--- config.mk ---
export PLATFORM = sky130hd
export DESIGN_NAME = rank_order_pipe
export DESIGN_NICKNAME = d
export VERILOG_FILES = /design/src/rtl/rof_pkg.sv /design/src/rtl/rof_cell.sv /design/src/rtl/rof_popcount.sv /design/src/rtl/rank_order_pipe.sv
export SDC_FILE = /design/constraint.sdc
export NUM_CORES = 1
export LEC_CHECK = 0
export CAP_MARGIN = 20
export CORE_MARGIN = 8
export CORE_UTILIZATION = 60
export CTS_CLUSTER_SIZE = 25
export DETAILED_ROUTE_END_ITERATION = 7
export DONT_BUFFER_PORTS = 1
export HOLD_SLACK_MARGIN = 0.05
export PLACE_DENSITY = 0.76
export SETUP_SLACK_MARGIN = 0.4
export SYNTH_ARGS = -nofsm -noshare
export SYNTH_HDL_FRONTEND = slang
export SYNTH_HIERARCHICAL = 1
export SYNTH_SLANG_ARGS = --single-unit
--- constraint.sdc ---
create_clock -name clk_i -period 5.2 [get_ports clk_i]
set_input_delay 0.52 -clock clk_i [delete_from_list [all_inputs] [get_ports clk_i]]
set_output_delay 0.52 -clock clk_i [all_outputs]
set_load 0.1 [all_outputs]
--- src/rtl/rof_pkg.sv ---
package rof_pkg;
  function automatic int unsigned rank_width(input int unsigned n);
    return $clog2(n + 1);
  endfunction
endpackage

--- src/rtl/rof_cell.sv ---
// Per-sample bit update: effective bit from sticky flags, then flag update
// once the stage has decided the result bit.
module rof_cell (
  input  logic bit_i,
  input  logic gt_i,
  input  logic lt_i,
  input  logic res_i,
  output logic eff_o,
  output logic gt_o,
  output logic lt_o
);
  assign eff_o = gt_i | (~lt_i & bit_i);
  assign gt_o  = gt_i | (~lt_i & bit_i & ~res_i);
  assign lt_o  = lt_i | (~gt_i & ~bit_i & res_i);
endmodule

--- src/rtl/rof_popcount.sv ---
module rof_popcount #(
  parameter int unsigned N  = 5,
  parameter int unsigned CW = 3
) (
  input  logic [N-1:0]  bits_i,
  output logic [CW-1:0] count_o
);
  always_comb begin
    count_o = '0;
    for (int j = 0; j < N; j++) count_o = count_o + CW'(bits_i[j]);
  end
endmodule

--- src/rtl/rank_order_pipe.sv ---
module rank_order_pipe import rof_pkg::*; #(
  parameter  int unsigned N  = 5,
  parameter  int unsigned M  = 8,
  localparam int unsigned KW = rank_width(N)
) (
  input  logic           clk_i,
  input  logic           rst_ni,
  input  logic           valid_i,
  input  logic [N*M-1:0] samples_i,
  input  logic [KW-1:0]  rank_i,
  output logic           valid_o,
  output logic [M-1:0]   value_o
);

  for (genvar s = 0; s < M; s++) begin : g_stg
    localparam int unsigned B = M - 1 - s;  // bit examined here

    logic [N-1:0][B:0] smp_in;
    logic [N-1:0]      gt_in, lt_in, eff, gt_nx, lt_nx;
    logic [KW-1:0]     k_in, cnt;
    logic              vld_in, res_bit;
    logic              vld_q;
    logic [s:0]        res_q;

    if (s == 0) begin : g_head
      assign smp_in = samples_i;
      assign gt_in  = '0;
      assign lt_in  = '0;
      assign k_in   = rank_i;
      assign vld_in = valid_i;
    end else begin : g_link
      assign smp_in = g_stg[s-1].g_fwd.smp_q;
      assign gt_in  = g_stg[s-1].g_fwd.gt_q;
      assign lt_in  = g_stg[s-1].g_fwd.lt_q;
      assign k_in   = g_stg[s-1].g_fwd.k_q;
      assign vld_in = g_stg[s-1].vld_q;
    end

    for (genvar j = 0; j < N; j++) begin : g_cell
      rof_cell u_cell (
        .bit_i (smp_in[j][B]),
        .gt_i  (gt_in[j]),
        .lt_i  (lt_in[j]),
        .res_i (res_bit),
        .eff_o (eff[j]),
        .gt_o  (gt_nx[j]),
        .lt_o  (lt_nx[j])
      );
    end

    rof_popcount #(.N(N), .CW(KW)) u_cnt (
      .bits_i  (eff),
      .count_o (cnt)
    );

    assign res_bit = (cnt >= k_in);

    always_ff @(posedge clk_i or negedge rst_ni) begin
      if (!rst_ni) vld_q <= 1'b0;
      else         vld_q <= vld_in;
    end

    if (s == 0) begin : g_res_first
      always_ff @(posedge clk_i) begin
        if (vld_in) res_q <= res_bit;
      end
    end else begin : g_res_next
      always_ff @(posedge clk_i) begin
        if (vld_in) res_q <= {g_stg[s-1].res_q, res_bit};
      end
    end

    // Only bits still undecided travel on; the stored width shrinks per stage.
    if (B > 0) begin : g_fwd
      logic [N-1:0][B-1:0] smp_q;
      logic [N-1:0]        gt_q, lt_q;
      logic [KW-1:0]       k_q;
      always_ff @(posedge clk_i) begin
        if (vld_in) begin
          for (int j = 0; j < N; j++) smp_q[j] <= smp_in[j][B-1:0];
          gt_q <= gt_nx;
          lt_q <= lt_nx;
          k_q  <= k_in;
        end
      end
    end else begin : g_tail
      logic unused_flags;
      assign unused_flags = ^{gt_nx, lt_nx};
    end
  end

  assign valid_o = g_stg[M-1].vld_q;
  assign value_o = g_stg[M-1].res_q;

endmodule

==> results_dict.tcl <==
set metrics [dict create \
    ys_warn_count 6 \
    power_density_nw_per_um2 416.1 \
    hp-class "in -> reg" \
    ir_drop_mv 0.3047 \
    relSlewSlack 0.3407 \
    antenna_left 0 \
    final_cells 908 \
    switching_power_mw 1.112 \
    hold_end "g_stg[0].g_fwd.smp_q[28]$_DFFE_PP_" \
    final.min_clock_period_ns 3.358 \
    cts_buffers 26 \
    worst_pin_slew_ns 0.9890 \
    cts_buffer_depth 3 \
    gr-total-overflow 0 \
    layout-drive-gt1-share 0.06149 \
    placed_cells 857 \
    crit_fanout 11 \
    path_class "reg -> reg" \
    cts-root-buf "clkbuf_16" \
    routedWlPerCell_um 15.42 \
    grt_max_degree 51 \
    r2r_start "g_stg[0].g_fwd.lt_q[0]$_DFFE_PP_" \
    switching_share 0.2279 \
    r2r_setup_slack_ns 1.84 \
    gp_congestion 0.8192 \
    synthCells 605 \
    setup_violations 0 \
    postSynthAreaPerCell_um2 17.36 \
    rr_worst_depth 11 \
    io_buffers 0 \
    die_h_um 148.3 \
    maxCapViolations 0 \
    clockPowerShare 0.346 \
    fin_total_pwr_mw 4.879 \
    netlist_area_um2 10500 \
    p_seq_frac 0.565 \
    fmax_mhz 297.8 \
    period_share 0.6458 \
    worst_r2r_endpoint "g_stg[1].g_fwd.gt_q[1]$_DFFE_PP_" \
    clkLatencyLatePin_ns 0.52 \
    pin_count 55 \
    routed_via_density 5.033 \
    cp.required_ns 5.42 \
    p_leak_nw 4.507 \
    path_clk_slew_ns 0.06 \
    nNetsFinal 757 \
    fp.dieW_um 148.3 \
    totalNegativeSetupSlack_ns 0 \
    drt_iter0_drc 265 \
    drc 0 \
    vias 4570 \
    worstHoldStart "samples_i[32]" \
    antenna_found_initial 0 \
    start_util 0.6113 \
    status "finished, final reports clean" \
    rsz0062_at_grt "no" \
    diodes 0 \
    worstPathArrival_ns 3.58 \
    crit_path_end_kind "register" \
    p_comb_frac 0.089 \
    dp_slack_ns 1.780 \
    syn_to_final_growth_pct 11.65 \
    grtUsageTotal 0.1305 \
    cts.htree.levels 1 \
    rows 48 \
    grt_pass1_wl_um 22730 \
    dr.pass1.iters 7 \
    start_kind "register" \
    hold_depth 0 \
    drv_slew 0 \
    fp.coreArea_um2 17180 \
    dieArea_um2 21990 \
    fin_ws_ns 1.842 \
    p_int_mw 3.767 \
    routed_wl_um 14000 \
    dp_hpwl_um 9726 \
    cts_tree "built" \
    numClockSinks 275 \
    grt_pass1_vias 4763 \
    finalHoldViolations 0 \
    clock-skew-final_ns 0.01828 \
]
==> per-layer routing <==
layer | GRT usage | routed length (µm) | up-vias
met5 | 0 | 0 | -
met4 | 0.03468 | 225 | 0
met3 | 0.03707 | 722 | 15
met2 | 0.2452 | 7619 | 87
met1 | 0.1406 | 5435 | 2202
li1 | - | - | 2266
==> area by class of cell <==
| class | instances | area (µm²) |
|---|---|---|
| clock buffers | 35 | 704.4 |
| clock inverters | 13 | 76.32 |
| fillers | 1147 | 5453 |
| inverters | 64 | 240.2 |
| multi-input cells | 290 | 2132 |
| flip-flops and latches | 275 | 8219 |
| well taps | 225 | 281.5 |
| repair buffers | 6 | 70.07 |
==> stage by stage <==
step                      hold slack, ns  utilization  instance area (µm²)
after detailed placement          0.2248       0.6343                10900
final                            0.09481       0.6825                11720
after global routing             0.06667       0.6825                11720
after floorplan                   0.2244            -                10590
after CTS                        0.07619       0.6809                11700
after global placement            0.2247       0.6343                10900
==> cell usage in the layout (no fill, tap or decap), types with 16 or more instances in the layout <==
cell         n
nor2_1      35
o21bai_1    35
fa_1        16
a21o_1      35
edfxtp_1   267
conb_1      25
ha_1        32
nand2b_1    80
clkbuf_16   26
inv_1       64
==> registers in the layout, summed over array words and instances, names as in the netlist <==
signal / count
g_stg.res_q: 28
value_o: 8
g_stg.g_fwd.k_q: 21
g_stg.g_fwd.smp_q: 140
valid_o: 1
g_stg.g_fwd.gt_q: 35
g_stg.vld_q: 7
g_stg.g_fwd.lt_q: 35
==> power groups by stage <==
stage | clock network, mW | logic [mW] | registers, mW
after floorplan | 0 | 0.306 | 2.78
after global placement | 0 | 0.382 | 2.80
after detailed placement | 0 | 0.417 | 2.81
after CTS | 1.73 | 0.433 | 2.76
after global routing | 1.81 | 0.502 | 2.77
final | 1.69 | 0.434 | 2.76
==> worst max-delay path by stage <==
stage	from	endpoint	slack, ns	cells after the start
4_1_cts	g_stg[5].g_fwd.lt_q[1]$_DFFE_PP_	g_stg[6].g_fwd.gt_q[0]$_DFFE_PP_	1.80	11
3_3_place_gp	samples_i[7]	g_stg[0].g_fwd.gt_q[4]$_DFFE_PP_	1.91	11
2_1_floorplan	samples_i[7]	g_stg[0].g_fwd.gt_q[0]$_DFFE_PP_	2.21	11
3_5_place_dp	samples_i[7]	g_stg[0].g_fwd.gt_q[3]$_DFFE_PP_	1.78	11
5_1_grt	g_stg[2].g_fwd.lt_q[0]$_DFFE_PP_	g_stg[3].g_fwd.gt_q[0]$_DFFE_PP_	1.63	11
6_report	g_stg[0].g_fwd.lt_q[0]$_DFFE_PP_	g_stg[1].g_fwd.gt_q[1]$_DFFE_PP_	1.84	11
==> repair_timing <==
item | in CTS | in global routing
hold buffers | 2 | 0
endpoints found under the hold margin | 9 | 0
setup buffers | 0 | 0
resized for setup | 0 | 0
==> worst max-delay path: stages, from the launching register on <==
cell and delay (ns):
edfxtp_1 0.39, nand2b_1 0.17, nand2b_1 0.08, inv_1 0.06, fa_1 0.52, inv_1 0.05, fa_1 0.36, ha_1 0.30
ha_1 0.28, nand2_1 0.04, o21ai_1 0.65, o21bai_1 0.17
Power figures use the tool's default switching activity.
